--- config.mk ---
export PLATFORM = sky130hd
export DESIGN_NAME = ir_carrier_mod
export DESIGN_NICKNAME = d
export VERILOG_FILES = /design/src/rtl/ir_carrier_mod.sv
export SDC_FILE = /design/constraint.sdc
export NUM_CORES = 1
export LEC_CHECK = 0
export ABC_AREA = 1
export BUFFER_PORTS_ARGS = -buffer_cell sky130_fd_sc_hd__buf_2
export CORE_AREA = 2 2 102 203
export CTS_CLUSTER_DIAMETER = 120
export DETAILED_ROUTE_END_ITERATION = 10
export DIE_AREA = 0 0 104 205
export SYNTH_ARGS = -nofsm -noshare
export SYNTH_HDL_FRONTEND = slang
export SYNTH_SLANG_ARGS = --single-unit
--- constraint.sdc ---
create_clock -name clk -period 8.3 [get_ports clk]
set_input_delay 0.415 -clock clk [delete_from_list [all_inputs] [get_ports clk]]
set_output_delay 0.415 -clock clk [all_outputs]
set_load 0.05 [all_outputs]
--- src/rtl/ir_carrier_mod.sv ---
module ir_carrier_mod #(
  parameter int CW = 8,
  parameter int MW = 16,
  localparam int WMAX = (MW > CW) ? MW : CW,
  localparam int DW = (WMAX < 6) ? 6 : WMAX
) (
  input  logic          clk,
  input  logic          rst_n,
  input  logic          wr_en,
  input  logic [2:0]    wr_addr,
  input  logic [DW-1:0] wr_data,
  output logic          ir_out,
  output logic          cycle_end,
  output logic          cfg_err
);

  logic [CW-1:0] pri_hi, pri_lo, sec_hi, sec_lo;
  logic [MW-1:0] mark_r, space_r;
  logic en, base, fsk, ext, latch, csel;

  always_ff @(posedge clk) begin
    if (!rst_n) begin
      pri_hi <= '0; pri_lo <= '0; sec_hi <= '0; sec_lo <= '0;
      mark_r <= '0; space_r <= '0;
      {csel, latch, ext, fsk, base, en} <= '0;
    end else if (wr_en) begin
      case (wr_addr)
        3'd0: pri_hi  <= wr_data[CW-1:0];
        3'd1: pri_lo  <= wr_data[CW-1:0];
        3'd2: sec_hi  <= wr_data[CW-1:0];
        3'd3: sec_lo  <= wr_data[CW-1:0];
        3'd4: mark_r  <= wr_data[MW-1:0];
        3'd5: space_r <= wr_data[MW-1:0];
        3'd6: {csel, latch, ext, fsk, base, en} <= wr_data[5:0];
        default: ;
      endcase
    end
  end

  logic          car_hi, car_sel;
  logic [CW-1:0] car_cnt;
  logic [MW:0]   pos;
  logic [MW-1:0] cur_mk, cur_sp;
  logic          ext_act;

  wire [CW-1:0] act_hi = car_sel ? sec_hi : pri_hi;
  wire [CW-1:0] act_lo = car_sel ? sec_lo : pri_lo;
  wire          bad    = (act_hi == '0) || (act_lo == '0);
  wire          run    = en && !base;
  wire [CW:0]   cnt_nx = (CW+1)'(car_cnt) + (CW+1)'(1);
  wire          hi_done = cnt_nx >= (CW+1)'(act_hi);
  wire          lo_done = cnt_nx >= (CW+1)'(act_lo);
  wire          per_tick = run && !bad && !car_hi && lo_done;
  wire          tick   = (csel && !base) ? per_tick : 1'b1;
  wire [MW:0]   total  = (MW+1)'(cur_mk) + (MW+1)'(cur_sp);
  wire          last   = ((MW+2)'(pos) + (MW+2)'(1)) >= (MW+2)'(total);
  wire          gate   = (pos < (MW+1)'(cur_mk)) && !ext_act;
  wire          car_out = base || (!bad && car_hi);

  assign cycle_end = en && tick && last;
  assign ir_out    = en ? (gate && car_out) : latch;

  always_ff @(posedge clk) begin
    if (!rst_n || !run || bad || (cycle_end && fsk)) begin
      car_hi  <= 1'b1;
      car_cnt <= '0;
    end else if (car_hi) begin
      car_hi  <= !hi_done;
      car_cnt <= hi_done ? '0 : cnt_nx[CW-1:0];
    end else begin
      car_hi  <= lo_done;
      car_cnt <= lo_done ? '0 : cnt_nx[CW-1:0];
    end
  end

  always_ff @(posedge clk) begin
    if (!rst_n || !en)
      car_sel <= 1'b0;
    else if (cycle_end && fsk)
      car_sel <= !car_sel;
  end

  always_ff @(posedge clk) begin
    if (!rst_n) begin
      pos <= '0; cur_mk <= '0; cur_sp <= '0; ext_act <= 1'b0;
    end else if (!en || cycle_end) begin
      pos     <= '0;
      cur_mk  <= mark_r;
      cur_sp  <= space_r;
      ext_act <= en && ext;
    end else if (tick) begin
      pos <= pos + (MW+1)'(1);
    end
  end

  always_ff @(posedge clk) begin
    if (!rst_n || !en)
      cfg_err <= 1'b0;
    else if (run && bad)
      cfg_err <= 1'b1;
  end

endmodule


# Yosys cells after proc, flatten, opt, wreduce, memory -nomap -nowiden
# Cells that the tools add are included.
totals:
  ram_bits: 0
  wordCells: 83
  out_inout_bits: 3
  latchBits: 0
  n_memories: 0
  mem_bits_ro: 0
  inputBits: 22
  regBits: 131
classes:
  n_addsub: 4
  magnitude_cmp: 4
  multipliers: 0
  n_eq_ne: 6
  reduce_logical: 40
  mux: 8
  n_shift: 0
  n_div: 0
  bitwise: 1
ops:
  columns: ["cell", "count"]
  rows:
  - ["$mux 8", 5]
  - ["$add 17x1->18 const B", 1]
  - ["$ge 18x17->1", 1]
  - ["$ge 9x8->1", 2]
  - ["$add 16x16->17", 1]
  - ["$add 17x1->17 const B", 1]
  - ["$lt 17x16->1", 1]
  - ["$logic_not 8->1", 2]
  - ["$reduce_and 2->1", 7]
  - ["$logic_and 1x1->1", 13]
  - ["$add 8x1->9 const B", 1]
  - ["$eq 3x3->1 const B", 3]
  - ["$logic_not 1->1", 9]
  - ["$logic_or 1x1->1", 7]
  - ["$eq 3x2->1 const B", 2]
  - ["$eq 3x1->1 const B", 1]
  - ["$logic_not 3->1", 1]
  - ["$mux 1", 3]
  - ["$reduce_or 2->1", 1]
  - ["$not 1->1", 1]

# Depth between registers and ports, before layout
depth:
  word_depth: 12
  ltp_mapped: 25
  mapped_depth_nobuf: 24

# Worst setup path after synthesis
# OpenSTA, ideal clock, no wires.
synth_path:
  kind: "reg2out"
  start: "reg cur_mk[0]"
  end: "out cycle_end"
  path_stages_with_launch: 21
  arrival_time_ns: 3.215
  required_time_ns: 7.885
  path_slack_ns: 4.670
  path_cell_list: "dfxtp_1 > ha_1 > fa_1 > nand3_1 > nand3_1 > nand2_1 > nand2_1 > a21oi_1 > o21ai_0 > nand3_1 > nand2_1 > xnor2_1 > ha_1 > nand4_1 > o31a_1 > nand2_1 > nand2_1 > nand2_2 > nand2_4 > buf_6 > inv_1"
synth_between:
  elab_chain_len: 3
synth_rtl:
  columns: ["item", "line", "text"]
  rows:
  - ["start: declaration", "43", "logic [MW-1:0] cur_mk, cur_sp;"]
  - ["start signal: assignment", "88", "cur_mk <= mark_r;"]
  - ["$add 16x16->17", "55", "wire [MW:0] total = (MW+1)'(cur_mk) + (MW+1)'(cur_sp);"]
  - ["$ge 18x17->1", "56", "wire last = ((MW+2)'(pos) + (MW+2)'(1)) >= (MW+2)'(total);"]
  - ["$logic_and 1x1->1", "60", "assign cycle_end = en && tick && last;"]
  - ["end: declaration", "13", "output logic cycle_end,"]
# No other way between the ends.

# Worst setup path in the final report
layout_path:
  start: "reg cur_mk[2]"
  end: "out cycle_end"
# The elaborated chain is that of the path after synthesis.

==> impl_metrics.py <==
metrics = {
    "worst_setup_path": {
        "crit_path_cell_trace": "ha_1 -> nand3_1 -> nand2_1 -> nand2_1 -> nand3_1 -> nand2_1 -> o21ai_0 -> a31oi_1 -> xor2_1 -> ha_1 -> nand2_1 -> nor2_1 -> nand2_1 -> o31a_1 -> nand2_1 -> nand2_1 -> nand2_2 -> nand2_4 -> inv_1 -> buf_2",
        "worst-path-max-fanout": 36,
        "path_class": "flop to output pin",
        "r2r_end": "cur_mk[12]$_SDFFE_PN0P_",
        "reg2reg_depth": 22,
        "start_kind": "flop",
        "crit_buf_inv": 2,
        "reg2reg_slack_ps": 4360,
        "r2r-start": "cur_mk[2]$_SDFFE_PN0P_",
        "critPathMaxStageDelay_ps": 480,
        "critPathRequiredTime_ps": 7890,
        "slowest_stage": "o21ai_0",
        "cp_common_cell": "nand2_1",
        "arrival_ps": 4120,
        "cp_top_family": "simple AND/OR/NAND/NOR gates",
        "cp-end-kind": "output pin",
    },
    "cells_and_area": {
        "num-nets-final": 1164,
        "finalNonFillerCells": 1349,
        "multi_input_area_um2": 4130,
        "drive_gt1_share_pct": 6.900,
        "fin_area_um2": 8267,
        "fillers": 2171,
        "area_growth_pct": 11.64,
        "register_area_um2": 2623,
        "antenna_cells": 0,
    },
    "floorplan": {
        "core_um2": 19730,
        "fp.dieW_um": 104,
        "dieArea_um2": 21320,
        "ios": 25,
        "die_h_um": 205,
        "initial_utilization_pct": 37.53,
        "row_count": 73,
    },
    "clock_tree": {
        "clk_latency_ps": 430,
        "clockBufferDepth": 2,
        "clk_pin_slew_ps": 60,
        "clock_sinks": 131,
        "ctsResizeCount": 0,
        "hold_buffers": 0,
        "cts_buffers": 17,
        "cts_tree": "built",
        "post_cts_buffers": 0,
        "htreeDepth": 4,
        "root_buffer": "clkbuf_16",
    },
    "sta": {
        "fmax_ghz": 0.2207,
        "setup_violations": 0,
        "finalCritPeriodShare_pct": 54.60,
        "finalMaxSlewViolations": 0,
        "report.final.hold_viol_count": 0,
        "holdWs_ps": 225.8,
        "slew_headroom_pct": 42.00,
        "rsz0062_at_grt": "false",
        "final.setup.tns_ps": 0,
        "period_needed_ps": 4532,
        "tightest_slew_ps": 868.9,
        "finClkSkew_ps": 7.642,
    },
    "logic_synthesis": {
        "synth.most_common_cell": "nand2_1",
        "synth_cell_types": 34,
        "synth_area_um2": 7405,
        "syn-num-nets": 1152,
        "synth_edf_count": 0,
        "ys_top_cells_by_count": "nand2_1 (199), nor2_1 (198), dfxtp_1 (131)",
        "synth_ff_type": "dfxtp_1",
        "synth-async-reset-ratio_pct": 0,
        "yosysSeqAreaShare_pct": 35.42,
        "yosysTopAreaCellShare_pct": 35.42,
        "synthCells": 1063,
        "synth_warnings": 0,
        "syn_area_per_cell_um2": 6.966,
        "synth_area_leaders": "dfxtp_1 (35%), ha_1 (11%), nand2_1 (10%), nor2_1 (10%), inv_1 (6.1%)",
        "yosys.area.top_type": "dfxtp_1",
        "synth.ff_latch_count": 131,
    },
    "detailed_routing": {
        "totalWireLength_um": 18900,
        "dr.first_iter.drc_count": 311,
        "drc_errors": 0,
        "vias_per_cell": 4.811,
        "via_count": 6490,
        "avgRoutedWirePerCell_um": 14.01,
        "firstDrtPassIters": 5,
        "ant_nets": 0,
    },
    "global_route": {
        "grt_pass1_vias": 6206,
        "antenna_found_initial": 0,
        "grt_pass1_wl_um": 31110,
        "track_usage_pct": 18.60,
        "grt_max_degree": 64,
        "grt-ovfl-total": 0,
    },
    "placed_design": {
        "gp_congestion": 0.9051,
        "placed_area_um2": 7696,
        "dp_cells": 1318,
        "port_buffers": 24,
        "dpl.hpwl_um": 14430,
    },
    "pwr": {
        "p_total_uw": 1550,
        "p_per_area_nw_per_um2": 187.5,
        "peakVddDrop_mv": 0.1673,
        "p_leak_uw": 0.003724,
    },
    "run": {
        "cap_violations": 0,
    },
    "min_path": {
        "holdCritPathClass": "input port to flop",
        "min_path_cells": 3,
        "min_to": "space_r[10]$_SDFFE_PN0P_",
        "worstHoldStart": "wr_data[10]",
    },
    "run_status": {
        "outcome": "finished, final reports clean",
    },
}
-- kinds of logic after synthesis --
logic type	after synthesis	share of synthesized area (%)
flops	131	35.42
xor+xnor	32	3.785
simple gates	495	27.66
buf+inv	158	8.803
compound gates	180	12.91
fa+ha+maj	67	11.42
-- layer usage --
layer	part of all wire [%]	global-route usage [%]	vias up
met2	54	34.99	93
met4	3.7	10.14	0
met5	0	0	-
met3	2.6	2.768	34
li1	-	-	3446
met1	40	19.67	2917
-- registers in the layout, indices dropped and copies added, names as in the netlist --
name,flops
csel,1
fsk,1
latch,1
car_hi,1
sec_lo,8
space_r,16
cfg_err,1
pri_lo,8
en,1
ext,1
ext_act,1
pos,17
cur_mk,16
mark_r,16
pri_hi,8
car_cnt,8
sec_hi,8
base,1
car_sel,1
cur_sp,16
-- how the worst max path moves through the flow --
| stage | cells past startpoint | to | slack, ps | from |
|---|---|---|---|---|
| global placement | 20 | cycle_end | 4240 | cur_mk[0]$_SDFFE_PN0P_ |
| global route | 22 | cycle_end | 3290 | cur_mk[2]$_SDFFE_PN0P_ |
| floorplan | 20 | cycle_end | 4670 | cur_mk[0]$_SDFFE_PN0P_ |
| CTS | 19 | cycle_end | 3690 | cur_mk[2]$_SDFFE_PN0P_ |
| finish | 20 | cycle_end | 3770 | cur_mk[2]$_SDFFE_PN0P_ |
| detailed placement | 19 | cycle_end | 4150 | cur_mk[2]$_SDFFE_PN0P_ |
-- cell type report --
class / count / share of cell area [%]
tap: 262 / 3.965
clock inverter: 9 / 1.287
timing repair buffer: 29 / 1.907
sequential: 131 / 31.72
inverter: 122 / 5.540
multi-input combinational: 774 / 49.96
clock buffer: 22 / 5.615
-- tightest hold or removal path, delay by kind of cell --
| kind | cells | cell delay, ps |
|---|---|---|
| buf+inv | 1 | 90 |
| simple gates | 2 | 120 |
-- report_power, final --
part / switching (uW) / internal, uW / leakage (uW)
sequential: 9.28 / 648 / 0.00106
clock: 282 / 454 / 0.000272
combinational: 105 / 51.5 / 0.00239
-- cell usage in the layout, fill, tap and decap left out, drive strengths merged, types with 2 or more instances in the layout --
cell        n
xnor2      14
a31oi       3
nor2      201
o21bai      3
clkinvlp    3
buf        29
xor2       18
o21ai      88
dfxtp     131
clkinv      4
a21oi      79
nand2     204
clkbuf     22
bufinv      2
ha         66
inv       122
nand4       6
nand3      79
nor3        5
-- stage by stage --
stage,setup slack [ps],utilization (%)
floorplan,4670,-
global placement,4239,39.01
detailed placement,4155,39.01
CTS,3687,41.90
global route,3290,41.90
finish,3768,41.90
(Power assumes the default switching activity.)
